==> src/rtl/dhm_pkg.sv <==
package dhm_pkg;
    localparam int HALF_W = 16;
    localparam int WORD_W = 2 * HALF_W;
    localparam int LANES  = 2;

    typedef enum logic [3:0] {
        OP_DMUL_S = 4'd8,
        OP_DMUL_U = 4'd9
    } op_sel_e;

    typedef struct packed {
        logic              sgn;
        logic [HALF_W-1:0] x;
        logic [HALF_W-1:0] y;
    } lane_req_t;

    function automatic logic sel_known(input logic [3:0] s);
        return (s == OP_DMUL_S) || (s == OP_DMUL_U);
    endfunction

    function automatic logic sel_signed(input logic [3:0] s);
        return s == OP_DMUL_S;
    endfunction
endpackage

==> src/rtl/dhm_lane.sv <==
module dhm_lane
    import dhm_pkg::*;
(
    input  lane_req_t         req,
    output logic [WORD_W-1:0] prod
);
    logic signed [HALF_W:0]     xe;
    logic signed [HALF_W:0]     ye;
    logic signed [2*HALF_W+1:0] pfull;

    always_comb begin
        xe    = {req.sgn & req.x[HALF_W-1], req.x};
        ye    = {req.sgn & req.y[HALF_W-1], req.y};
        pfull = xe * ye;
        prod  = pfull[WORD_W-1:0];
    end
endmodule

==> src/rtl/dhm_ctrl.sv <==
module dhm_ctrl
    import dhm_pkg::*;
(
    input  logic       start,
    input  logic [3:0] op_sel,
    input  logic       busy,
    input  logic       sw_we,
    output logic       accept,
    output logic       sgn,
    output logic       sw_take
);
    always_comb begin
        accept  = start && !busy && sel_known(op_sel);
        sgn     = sel_signed(op_sel);
        sw_take = sw_we && !busy && !accept;
    end
endmodule

==> src/rtl/dhmul_top.sv <==
module dhmul_top
    import dhm_pkg::*;
(
    input  logic              clk,
    input  logic              rst,
    input  logic              start,
    input  logic [3:0]        op_sel,
    input  logic [WORD_W-1:0] reg_opnd,
    input  logic [WORD_W-1:0] aux_opnd,
    input  logic              sw_we,
    input  logic [WORD_W-1:0] sw_wdata,
    output logic [WORD_W-1:0] dest_q,
    output logic [WORD_W-1:0] sec_q,
    output logic              done
);
    logic accept, sgn, sw_take;
    logic [WORD_W-1:0] lane_prod [LANES];

    dhm_ctrl u_ctrl (
        .start  (start),
        .op_sel (op_sel),
        .busy   (done),
        .sw_we  (sw_we),
        .accept (accept),
        .sgn    (sgn),
        .sw_take(sw_take)
    );

    for (genvar l = 0; l < LANES; l++) begin : g_lane
        lane_req_t req;
        always_comb begin
            req.sgn = sgn;
            req.x   = reg_opnd[l*HALF_W +: HALF_W];
            req.y   = aux_opnd[l*HALF_W +: HALF_W];
        end
        dhm_lane u_lane (.req(req), .prod(lane_prod[l]));
    end

    always_ff @(posedge clk) begin
        if (rst) begin
            dest_q <= '0;
            sec_q  <= '0;
            done   <= 1'b0;
        end else begin
            done <= accept;
            if (accept) begin
                dest_q <= lane_prod[1];
                sec_q  <= lane_prod[0];
            end else if (sw_take) begin
                sec_q  <= sw_wdata;
            end
        end
    end


    reset_clear_chk: assert property (@(posedge clk)
        rst |=> (dest_q == '0 && sec_q == '0 && !done));


    done_pulse_chk: assert property (@(posedge clk) disable iff (rst)
        done |=> !done);


    done_follow_chk: assert property (@(posedge clk) disable iff (rst)
        (start && !done && (op_sel == 4'd8 || op_sel == 4'd9)) |=> done);


    bad_sel_chk: assert property (@(posedge clk) disable iff (rst)
        (start && op_sel != 4'd8 && op_sel != 4'd9) |=> !done);


    busy_ignore_chk: assert property (@(posedge clk) disable iff (rst)
        done |=> ($stable(dest_q) && $stable(sec_q)));


    sw_write_chk: assert property (@(posedge clk) disable iff (rst)
        (sw_we && !done && !start) |=> (sec_q == $past(sw_wdata)));


    hold_chk: assert property (@(posedge clk) disable iff (rst)
        (!start && !sw_we) |=> ($stable(dest_q) && $stable(sec_q)));
endmodule

==> config.mk <==
export PLATFORM = sky130hd
export DESIGN_NAME = dhmul_top
export DESIGN_NICKNAME = d
export VERILOG_FILES = /design/src/rtl/dhm_pkg.sv /design/src/rtl/dhm_lane.sv /design/src/rtl/dhm_ctrl.sv /design/src/rtl/dhmul_top.sv
export SDC_FILE = /design/constraint.sdc
export NUM_CORES = 2
export LEC_CHECK = 0
export BUFFER_PORTS_ARGS = -buffer_cell sky130_fd_sc_hd__clkbuf_2
export CAP_MARGIN = 20
export CORE_MARGIN = 8
export CORE_UTILIZATION = 58
export CTS_BUF_LIST = sky130_fd_sc_hd__clkbuf_16
export CTS_CLUSTER_DIAMETER = 120
export DETAILED_ROUTE_END_ITERATION = 8
export PLACE_DENSITY = 0.8
export SLEW_MARGIN = 20
export SYNTH_ARGS = -nofsm -noshare
export SYNTH_HDL_FRONTEND = slang
export SYNTH_SLANG_ARGS = --single-unit
==> constraint.sdc <==
create_clock -name clk -period 6.35 [get_ports clk]
set_input_delay 0.3175 -clock clk [delete_from_list [all_inputs] [get_ports clk]]
set_output_delay 0.3175 -clock clk [all_outputs]
set_load 0.05 [all_outputs]
[After elaboration in Yosys (flattened, before gate mapping)]
Cells that the tools add are included.
Storage, ports and cells
  bits in registers: 65
  input port bits: 104
  output and inout port bits: 65
  word-level logic and storage cells: 21
Cells by class
  $mul: 2
  eq/ne operators: 2
  mux-type cells: 2
  bitwise operators: 4
  reductions and logical operators: 8
Operator list (count)
  17-bit by 17-bit multiplier with 32-bit output: 2
  32-bit two-way mux: 2
  4-bit == test, second input constant: 2
  1-bit bitwise AND: 4
  1-bit logical AND: 4
  1-bit zero test: 2
  2-bit nonzero test: 1
  1-bit logical OR: 1

[Longest topological paths before layout]
  depth in word-level cells: 7
  mapped depth: 26
  gate-level depth less buffers: 25

[Hierarchy]
A second synthesis with hierarchy kept.
Second synthesis, totals
  cell total of the unflattened synthesis: 2618
  area total of the unflattened synthesis: 24028.0 sq um
Modules (own cells, without submodules)
  dhm_lane at g_lane[1].u_lane: times used 1, cells each 1185, area an instance 10686.5 sq um, seq. area each 0.0 sq um
  dhm_lane at g_lane[0].u_lane: times used 1, cells each 1179, area an instance 10615.2 sq um, seq. area each 0.0 sq um
  dhmul_top: times used 1, cells each 248, area an instance 2685.1 sq um, seq. area each 1301.2 sq um
  dhm_ctrl: times used 1, cells each 6, area an instance 41.3 sq um, seq. area each 0.0 sq um

[Least setup slack after synthesis]
No wires, ideal clock.
  kind: input-to-reg
  start: input port op_sel[1]
  end: register sec_q[29]
  library setup time: 86 ps
  arrival time: 6481 ps
  required time: 6264 ps
  slack: -217 ps
  stages: 23
  buffers on the path: 2
  cells stage by stage: nor2_1 > nand2_1 > nor2_1 > clkbuf_1 > clkbuf_1 > and3_1 > fa_1 > inv_1 > fa_1 > inv_1 > fa_1 > fa_1 > fa_1 > fa_1 > ha_1 > and3_1 > and2_1 > a2111oi_0 > o31ai_1 > a211oi_1 > xnor2_1 > nor2_1 > a211oi_1
Between the ends
  longest elaborated chain between the ends: 6
  elaborated cells on any way between the ends: 11
  those cells by class: 1 x mul; 2 x eq/ne; 1 x mux; 2 x bitwise; 5 x reduce/logical
Ends and longest elaborated chain
  from (decl): line dhmul_top.sv:7  | input logic [3:0] op_sel,
  branches (longest 6 deep; another with 17-bit by 17-bit multiplier with 32-bit output)
  to (signal assigned): line dhmul_top.sv:48  | sec_q <= lane_prod[0];
  to (signal assigned): line dhmul_top.sv:50  | sec_q <= sw_wdata;
  to (decl): line dhmul_top.sv:13  | output logic [WORD_W-1:0] sec_q,
Parallel ways; which one is timed is not known.
A chain may end at the register's enable or synchronous reset.

[Worst setup path after layout]
  start: input port op_sel[1]
  end: register sec_q[23]
Same word-level chain as after synthesis.

==> impl_metrics.json <==
{
  "gr-max-usage-layer": "met2",
  "cp_common_cell": "fa_1",
  "place_ws_ns": -0.356,
  "cp_top_family": "adder cells",
  "drive_gt1_share_pct": 14.1,
  "die_h_um": 217,
  "io_buffers": 168,
  "root_buffer": "clkbuf_16",
  "ctsHoldBuffers": 0,
  "cts.path.max_buffers": 2,
  "finClkSkew_ns": 0.00654,
  "cts_htree_levels": 3,
  "fin_crit_ns": 6.13,
  "end_kind": "flip-flop",
  "fin_crit_sh_pct": 96.6,
  "start_kind": "primary input",
  "synth_top_area_share_pct": 48.0,
  "required_ns": 6.54,
  "fin_area_mm2": 0.0263,
  "vias_per_cell": 5.58,
  "yosysSeqAreaShare_pct": 5.53,
  "setup_viol": 0,
  "hp-class": "in -> reg",
  "drt_iter0_markers": 1318,
  "clk_pin_slew_ns": 0.05,
  "grt_pass1_vias": 20500,
  "tightest_slew_ns": 0.930,
  "dpl_cell_area_mm2": 0.0259,
  "grt_pass1_wl_um": 104000,
  "start_util_pct": 58.9,
  "fmax_ghz": 0.163,
  "ys_warn_count": 0,
  "critPathSlowestCell": "fa_1",
  "routabilityCongestion": 0.971,
  "cts_made_buffers": 9,
  "drv_slew": 0,
  "core_mm2": 0.0399,
  "slowest_delay_ns": 0.52,
  "grt_max_degree": 85,
  "slew_headroom_pct": 38.0,
  "top_level_ports": 169,
  "syn-cell-area_mm2": 0.0235,
  "cts.sinks": 65,
  "rows": 73,
  "hold_viol_final": 0,
  "diodes": 0,
  "critical_path_class": "in -> reg",
  "num_vias": 18600,
  "crit_buf_inv": 7,
  "clk_latency_ns": 0.34,
  "synth_nets": 3410,
  "ys_ff_latch": 65,
  "arrival_ns": 6.32,
  "final_util_pct": 65.9,
  "antenna_left": 0,
  "die_area_mm2": 0.0473,
  "synthCells": 2578,
  "placedCellCount": 3319,
  "synth_cell_types": 64,
  "routedWlPerCell_um": 19.4,
  "max-cap-violations": 0,
  "status": "complete, no violations",
  "fin_nets": 3638,
  "cts_tree": "done",
  "die_w_um": 217,
  "fin_cells": 3336,
  "grtUsageMet3_pct": 6.63,
  "grt_overflow_total": 0,
  "area_delta_synth_final_pct": 11.9,
  "drtPass1Iterations": 5,
  "cp_max_fo": 10,
  "met2_usage_pct": 44.6,
  "synth_area_per_cell_um2": 9.12,
  "drc": 0,
  "synthArstFlopShare_pct": 0,
  "synth_flop_cell": "dfxtp_1",
  "synth_edf_count": 0,
  "synth.area.top_cells": "fa_1, inv_1, ha_1",
  "drt-total-wl_um": 64600,
  "grt_usage_pct": 27.7,
  "layout_setup_ws_ns": 0.215,
  "use_met1_pct": 35.8,
  "antenna_found_initial": 1,
  "num-fill-cells": 3074,
  "yosysTopAreaCell": "fa_1",
  "hpwl_um": 54800
}
## Yosys cell counts (28+ instances only)
cell type	instances
nor2_1	73
fa_1	564
o21ai_0	28
and2_1	268
ha_1	164
xnor2_1	47
a211oi_1	47
inv_1	583
clkbuf_1	106
a21oi_1	57
dfxtp_1	65
nand2_1	318
## repair_timing
item / 4_1_cts / 5_1_grt
resized for setup: 0 / 33
setup endpoints to repair: 0 / 13
buffers inserted: 0 / 1
endpoints found under the hold margin: 0 / 0
## kinds of logic after synthesis
group	after synthesis	share of synthesized area (%)
mux	26	1.12
compound gates	221	6.53
buf+inv	694	11.1
flops	65	5.53
fa+ha+maj	728	56.7
simple gates	779	16.6
xor+xnor	65	2.42
## stage by stage
step	TNS (ns)	hold WS, ns
after floorplan	0	0.469
after global placement	-0.609	0.439
after detailed placement	-2.34	0.449
after CTS	0	0.316
after global routing	-0.0605	0.342
final	0	0.325
## layout by cell type (no fill, tap or decap), types with 9 or more instances in the layout
cell type	instances
ha_1	162
nor2b_1	13
a21o_1	19
clkbuf_16	9
a21oi_1	54
dfxtp_1	65
buf_4	154
or3_1	9
o21a_1	13
a211oi_1	45
nand3b_1	9
xnor2_1	47
fa_1	562
nor3_1	18
and2_1	266
nor2_1	71
or2_2	12
nand3_1	14
clkbuf_2	168
mux2i_1	24
and3_1	20
nand2_1	318
xor2_1	18
inv_1	580
o21ai_0	27
## worst paths after layout
| path | startpoint | to | slack (ns) | cells after the start |
|---|---|---|---|---|
| worst max-delay path | op_sel[1] | sec_q[23]$_SDFFE_PP0P_ | 0.22 | 25 |
| worst min-delay path | sw_wdata[7] | sec_q[7]$_SDFFE_PP0P_ | 0.33 | 3 |
| worst max register to register | done$_SDFF_PP0_ | sec_q[30]$_SDFFE_PP0P_ | 4.08 | 7 |
| worst min register to register | dest_q[21]$_SDFFE_PP0P_ | dest_q[21]$_SDFFE_PP0P_ | 0.45 | 2 |
## sequential cells by signal, summed over array words and instances, names as in the netlist
name / count
sec_q: 32
dest_q: 32
done: 1
## layout make-up
cell class | count | area [µm²] | area share, %
inverters | 583 | 2190 | 8.32
clock buffers | 9 | 225 | 0.856
clock inverters | 7 | 68.8 | 0.261
multi-input cells | 1819 | 19800 | 75.1
well taps | 525 | 657 | 2.50
repair buffers | 328 | 2120 | 8.04
flip-flops and latches | 65 | 1300 | 4.94
## routing by layer
| layer | part of all wire (%) | up-vias | wire (µm) |
|---|---|---|---|
| met4 | 3.9 | 2 | 2500 |
| li1 | - | 8164 | - |
| met1 | 39 | 9221 | 25200 |
| met3 | 11 | 195 | 6840 |
| met2 | 46 | 1021 | 30000 |
| met5 | 0.020 | - | 13 |
## worst reg2reg max path, stage by stage (launching register included)
cell and delay (ns):
dfxtp_1 0.40, nor2b_4 0.14, buf_4 0.48, mux2_2 0.41, o21ai_0 0.28, nand2_1 0.12
a211oi_1 0.23, a211oi_1 0.08
Power is not shown: default switching activity piles up to over one toggle a cycle in this logic, so the estimate is an artifact.
